`config.mk`:
```
export PLATFORM = sky130hd
export DESIGN_NAME = event_plane_deser
export DESIGN_NICKNAME = d
export VERILOG_FILES = /design/src/rtl/evdes_pkg.sv /design/src/rtl/evdes_phase_gen.sv /design/src/rtl/evdes_slot_capture.sv /design/src/rtl/evdes_out_stage.sv /design/src/rtl/event_plane_deser.sv
export SDC_FILE = /design/constraint.sdc
export NUM_CORES = 1
export LEC_CHECK = 0
export BUFFER_PORTS_ARGS = -buffer_cell sky130_fd_sc_hd__clkbuf_2
export CAP_MARGIN = 20
export CORE_AREA = 2 2 108 110
export CTS_CLUSTER_DIAMETER = 100
export DETAILED_ROUTE_END_ITERATION = 8
export DIE_AREA = 0 0 110 112
export HOLD_SLACK_MARGIN = 0.03
export PLACE_DENSITY = 0.89
export SLEW_MARGIN = 25
export SYNTH_ARGS = -nofsm -noshare
export SYNTH_HDL_FRONTEND = slang
export SYNTH_SLANG_ARGS = --single-unit
export TNS_END_PERCENT = 10
```
`constraint.sdc`:
```
create_clock -name clk -period 1.3 [get_ports clk]
set_clock_uncertainty 0.05 [all_clocks]
set_input_delay 0.065 -clock clk [delete_from_list [all_inputs] [get_ports clk]]
set_output_delay 0.065 -clock clk [all_outputs]
set_load 0.05 [all_outputs]
```
`src/rtl/evdes_pkg.sv`:
```
package evdes_pkg;
  localparam int EVDES_NCH_DEF   = 16;
  localparam int EVDES_NSLOT_DEF = 5;

  function automatic int evdes_out_width(input int nch, input int nslot, input int demux2);
    return nch * nslot * (demux2 != 0 ? 2 : 1);
  endfunction
endpackage

```
`src/rtl/evdes_phase_gen.sv`:
```
module evdes_phase_gen #(
  parameter int NSLOT = 5
) (
  input  logic             clk,
  input  logic             rst_n,
  output logic [NSLOT-1:0] phase
);
  localparam int CW = (NSLOT > 1) ? $clog2(NSLOT) : 1;
  localparam logic [CW-1:0] LAST = CW'(NSLOT - 1);

  logic [CW-1:0] div_cnt;

  // divide-by-NSLOT counter on the fast clock
  always_ff @(posedge clk or negedge rst_n) begin
    if (!rst_n)                div_cnt <= '0;
    else if (div_cnt == LAST)  div_cnt <= '0;
    else                       div_cnt <= div_cnt + 1'b1;
  end

  // phase 0 is the registered frame marker, the other taps delay it one cycle each
  always_ff @(posedge clk or negedge rst_n) begin
    if (!rst_n) phase[0] <= 1'b0;
    else        phase[0] <= (div_cnt == LAST);
  end

  for (genvar k = 1; k < NSLOT; k++) begin : g_tap
    always_ff @(posedge clk or negedge rst_n) begin
      if (!rst_n) phase[k] <= 1'b0;
      else        phase[k] <= phase[k-1];
    end
    p_tap_lag_r2 : assert property (@(posedge clk) disable iff (!rst_n)
      phase[k-1] |=> phase[k]);
  end

  p_onehot_r2 : assert property (@(posedge clk) disable iff (!rst_n)
    $onehot0(phase));
  p_no_repeat_r2 : assert property (@(posedge clk) disable iff (!rst_n)
    phase[0] |=> !phase[0]);
endmodule

```
`src/rtl/evdes_slot_capture.sv`:
```
module evdes_slot_capture #(
  parameter int NCH   = 16,
  parameter int NSLOT = 5
) (
  input  logic                 clk,
  input  logic                 rst_n,
  input  logic [NCH-1:0]       din,
  input  logic [NSLOT-1:0]     phase,
  output logic [NCH*NSLOT-1:0] frame_word,
  output logic                 frame_stb
);
  // the last slot is taken straight from din at the closing edge
  logic [NCH-1:0] plane [NSLOT-1];

  for (genvar s = 0; s < NSLOT - 1; s++) begin : g_plane
    always_ff @(posedge clk or negedge rst_n) begin
      if (!rst_n)        plane[s] <= '0;
      else if (phase[s]) plane[s] <= din;
    end
    assign frame_word[s*NCH +: NCH] = plane[s];
  end
  assign frame_word[(NSLOT-1)*NCH +: NCH] = din;
  assign frame_stb = phase[NSLOT-1];

  p_stb_spacing_r4 : assert property (@(posedge clk) disable iff (!rst_n)
    frame_stb |=> !frame_stb);
endmodule

```
`src/rtl/evdes_out_stage.sv`:
```
module evdes_out_stage #(
  parameter int IW     = 80,
  parameter int DEMUX2 = 0,
  localparam int OW    = IW * (DEMUX2 != 0 ? 2 : 1)
) (
  input  logic          clk,
  input  logic          rst_n,
  input  logic [IW-1:0] in_word,
  input  logic          in_stb,
  input  logic          out_ready,
  output logic [OW-1:0] out_data,
  output logic          out_valid
);
  logic          load;
  logic [OW-1:0] word;

  if (DEMUX2 != 0) begin : g_pair
    logic [IW-1:0] early_q;
    logic          second_q;
    always_ff @(posedge clk or negedge rst_n) begin
      if (!rst_n) begin
        early_q  <= '0;
        second_q <= 1'b0;
      end else if (in_stb) begin
        if (!second_q) early_q <= in_word;
        second_q <= ~second_q;
      end
    end
    assign load = in_stb & second_q;
    assign word = {in_word, early_q};
    p_pair_gap_r7 : assert property (@(posedge clk) disable iff (!rst_n)
      load |=> !load);
  end else begin : g_single
    assign load = in_stb;
    assign word = in_word;
  end

  // no stall possible: a new word replaces one not yet taken
  always_ff @(posedge clk or negedge rst_n) begin
    if (!rst_n) begin
      out_data  <= '0;
      out_valid <= 1'b0;
    end else if (load) begin
      out_data  <= word;
      out_valid <= 1'b1;
    end else if (out_ready) begin
      out_valid <= 1'b0;
    end
  end

  p_hold_r6 : assert property (@(posedge clk) disable iff (!rst_n)
    (out_valid && !out_ready && !load) |=> (out_valid && $stable(out_data)));
  p_drop_r6 : assert property (@(posedge clk) disable iff (!rst_n)
    (out_valid && out_ready && !load) |=> !out_valid);
endmodule

```
`src/rtl/event_plane_deser.sv`:
```
module event_plane_deser
  import evdes_pkg::*;
#(
  parameter int NCH    = EVDES_NCH_DEF,
  parameter int NSLOT  = EVDES_NSLOT_DEF,
  parameter int DEMUX2 = 0
) (
  input  logic                              clk,
  input  logic                              rst_n,
  input  logic [NCH-1:0]                    din,
  output logic [NSLOT-1:0]                  slot_phase,
  output logic [NCH*NSLOT*(DEMUX2+1)-1:0]   out_data,
  output logic                              out_valid,
  input  logic                              out_ready
);
  localparam int FW = NCH * NSLOT;
  localparam int OW = evdes_out_width(NCH, NSLOT, DEMUX2);

  logic [FW-1:0] frame_word;
  logic          frame_stb;
  logic [OW-1:0] data_int;

  evdes_phase_gen #(.NSLOT(NSLOT)) u_phase (
    .clk(clk), .rst_n(rst_n), .phase(slot_phase)
  );

  evdes_slot_capture #(.NCH(NCH), .NSLOT(NSLOT)) u_capture (
    .clk(clk), .rst_n(rst_n), .din(din), .phase(slot_phase),
    .frame_word(frame_word), .frame_stb(frame_stb)
  );

  evdes_out_stage #(.IW(FW), .DEMUX2(DEMUX2)) u_out (
    .clk(clk), .rst_n(rst_n), .in_word(frame_word), .in_stb(frame_stb),
    .out_ready(out_ready), .out_data(data_int), .out_valid(out_valid)
  );

  assign out_data = data_int;

  p_first_word_r1 : assert property (@(posedge clk) disable iff (!rst_n)
    $rose(out_valid) |-> $past(frame_stb));
endmodule

```
Word level (Yosys, flattened, before mapping)
Cells that the tools add are included.

storage, ports and cells
  register bits = 153
  bits of input ports = 19
  output and inout bits = 86
  logic and storage cells = 18

operators by class
  add/sub/neg operators = 1
  equality and inequality tests = 1
  muxes and demuxes = 3
  reduce and logical (&&, ||, !) cells = 1

operators by type and width
  operator                                     number
  adder 3 x 1 -> 3 bit, second input constant  1
  == test 3 bit, second input constant         1
  two-way mux 3 bit                            1
  two-way mux 1 bit                            2
  nonzero test 2 bit                           1

Longest topological paths before layout
  depth in word-level cells = 2
  depth in mapped cells = 4
  gate-level depth less buffers = 4

Modules after synthesis
From an unflattened synthesis, not the netlist that was laid out.

second synthesis, totals
  cells, all modules = 341
  area, all modules = 6393.6 sq um

modules (own cells, without submodules)
  module              instances  cells an instance  area each (sq um)  seq. area each (sq um)
  evdes_out_stage     1          172                3407.0             2026.9
  evdes_slot_capture  1          153                2725.1             1601.5
  evdes_phase_gen     1          16                 261.5              200.2

Worst setup path after synthesis
OpenSTA, ideal clock, no wires.

  path type = register to register
  start = register u_phase.phase[0]
  end = register u_capture.plane (netlist bit u_capture.frame_word[10])
  setup time = 0.125 ns
  data arrival time = 1.278 ns
  data required time = 1.125 ns
  slack = -0.153 ns
  stages on the path, launching flop included = 4
  buffers on the path = 2
  period minus slack after synthesis = 1.453 ns
  path through = dfrtp_1 buf_6 buf_6 mux2_2

RTL lines
  what                            line                      source
  start: declaration              evdes_phase_gen.sv:6      output logic [NSLOT-1:0] phase
  start signal: assignment        evdes_phase_gen.sv:23     else phase[0] <= (div_cnt == LAST);
  end signal: indexed assignment  evdes_slot_capture.sv:18  else if (phase[s]) plane[s] <= din;
  end: declaration                evdes_slot_capture.sv:13  logic [NCH-1:0] plane [NSLOT-1];

No word-level cell between the ends.

Final worst setup path
  start = register u_phase.phase[4]
  end = output slot_phase[4]

RTL lines
  what                              line                     source
  start signal: indexed assignment  evdes_phase_gen.sv:29    else phase[k] <= phase[k-1];
  end: declaration                  event_plane_deser.sv:11  output logic [NSLOT-1:0] slot_phase,

No word-level cell between the ends.

==> results.cfg <==
[timing]
fin_crit_sh_pct = 103.5
tightest_slew_ps = 379.4
maxSlewViolCount = 0
hold_slack_ps = 87.55
relSlewSlack_pct = 74.71
fmax_mhz = 743.0
setup_ws_ps = -45.94
fin_crit_ps = 1346
setup_viol = 2
grt_setup_unrepaired = true
hold_viol = 0

[floorplan]
initial_core_util_pct = 54.52
rows = 39
die_area_um2 = 12320
io_pins = 105
core_area_um2 = 11170
die_w_um = 110
die_h_um = 112

[logic_synthesis]
yosys_warnings = 0
synth_cell_types = 14
synth_common_cells = dfrtp_1, mux2_4, mux2_2, buf_6, buf_12
synth.most_common_cell = dfrtp_1
ys_dominant_reg_cell = dfrtp_1
synth_area_um2 = 6092
async_flop_share_pct = 100.0
synth_top_area_share_pct = 62.85
synth_area_leaders = dfrtp_1, mux2_4, mux2_2
synth.yosys.seq_area_share_pct = 62.85
avgSynthCellArea_um2 = 18.69
syn_inst = 326
synth_edf_count = 0
synth_nets = 347
synth-seq-cells = 153
synth_area_leader_cell = dfrtp_1

[routing]
routedWlPerCell_um = 19.27
via_per_inst = 5.083
ant_nets = 0
drt-total-wl_um = 12020
dr.pass1.iters = 4
drc = 0
drt_iter0_markers = 137
num_vias = 3172

[run_status]
status = finished with violations
violations = negative setup slack

[cells_and_area]
area_delta_synth_final_pct = 24.75
instances_no_fill = 624
n_fill_cell = 736
diodes = 0
final_util_pct = 68.01
layout-drive-gt1-share_pct = 62.58
final_nets = 489

[place]
place_congestion = 0.7251
place_ws_ps = 25.45
port_buffers = 104
dp_cells = 573
dp_hpwl_um = 7697

[worst_setup_path]
rrSetupSlack_ps = 0
path_class = reg2out
r2r-start = u_phase.phase[4]
startpoint = u_phase.phase[4]
cp-end-kind = output port
start_kind = register
r2r_end = u_out.out_data[35]
crit_required_ps = 1190
critPathMaxFanout = 4
r2r_cells = 2
worstPathArrival_ps = 1230

[global_route]
met1_usage_pct = 27.25
antenna_found_initial = 0
grt_max_degree = 40
first_global_vias = 3567
busiest_layer = met2
grt_pass1_wl_um = 19310
grt_use_met3_pct = 6.382
grtUsageMet2_pct = 34.27
grt_use_total_pct = 21.33
grt.overflow.total = 0

[clock_network]
cts_buffers = 17
clkTransAtPathRegs_ps = 60
cts-root-buf = clkbuf_16
insertion_delay_ps = 410
cts_tree = done
cts.sinks = 153
cts.htree.levels = 4
cts_max_path_buffers = 2

[power]
p_per_area_nw_per_um2 = 1445
p_leak_nw = 3.774
p_total_mw = 10.98
ir_drop_v = 0.0009829

[worst_hold_path]
hp-class = in2async

[run]
maxCapViolCount = 0
## critical path: stages (launching register included)
cell,delay [ps]
dfrtp_4,520
buf_8,140
clkbuf_16,160
## per-stage QoR
step / TNS (ps) / cell area, um^2
floorplan: -328.2 / 6097
finish: -46.25 / 7600
global placement: 0 / 6748
detailed placement: 0 / 6748
global route: -898.5 / 7600
CTS: -82.19 / 7599
## placed cells by master (no fill, tap or decap), types with 2 or more instances in the layout
master and n:
dfrtp_1 148, dfrtp_2 4, mux2_4 79, buf_8 2, dlygate4sd3_1 18, buf_12 7
clkinv_2 8, buf_6 3, buf_4 9, bufinv_16 2, clkbuf_2 98, clkbuf_8 2
mux2_2 65, clkbuf_1 3, ha_1 2, inv_1 3, clkbuf_16 20
## flip-flops by register name (all words and copies together), names as in the netlist
name,count
u_phase.div_cnt,3
u_out.out_data,80
u_phase.phase,5
u_capture.frame_word,64
u_out.out_valid,1
## how the worst max path moves through the flow
| stage | cells after the start | slack, ps | to |
|---|---|---|---|
| detailed placement | 2 | 30 | u_out.out_data[0] |
| floorplan | 3 | -8 | u_capture.frame_word[48] |
| global route | 2 | -90 | slot_phase[4] |
| global placement | 2 | 60 | u_out.out_data[62] |
| CTS | 2 | -70 | slot_phase[4] |
| finish | 2 | -50 | slot_phase[4] |
## cells by family (layout without fill, tap and decap cells)
logic type | count (synthesis) | in the layout | share of synthesized area, %
flops | 153 | 153 | 62.85
mux | 145 | 145 | 31.65
compound gates | 1 | 1 | 0.1233
buf+inv | 21 | 176 | 4.601
simple gates | 4 | 4 | 0.3698
fa+ha+maj | 2 | 2 | 0.4107
## area by class of cell
class / instances / area [um^2] / share of cell area [%]
inverter: 3 / 11.26 / 0.1482
multi-input combinational: 152 / 1983 / 26.09
sequential: 153 / 3837 / 50.49
tap: 143 / 178.9 / 2.354
clock buffer: 22 / 464.2 / 6.108
clock inverter: 10 / 100.1 / 1.317
timing repair buffer: 141 / 1025 / 13.48
## metal layers
layer	part of all wire, %	wire length (um)	up-vias
li1	-	-	1421
met1	43	5226	1643
met2	51	6073	94
met3	4.7	564	14
met4	1.3	157	0
met5	0	0	-
## power by group
group	switching (mW)	leakage [nW]	internal [mW]	total [mW]
sequential	0.143	1.79	4.99	5.14
clock	1.83	0.287	2.90	4.73
combinational	0.720	1.70	0.395	1.11
## what timing repair did
action	in CTS	in global routing
setup endpoints to repair	5	42
setup buffers	1	0
gates resized for setup	19	1
hold endpoints to repair	234	0
hold buffers	18	0
(Power assumes the default switching activity.)
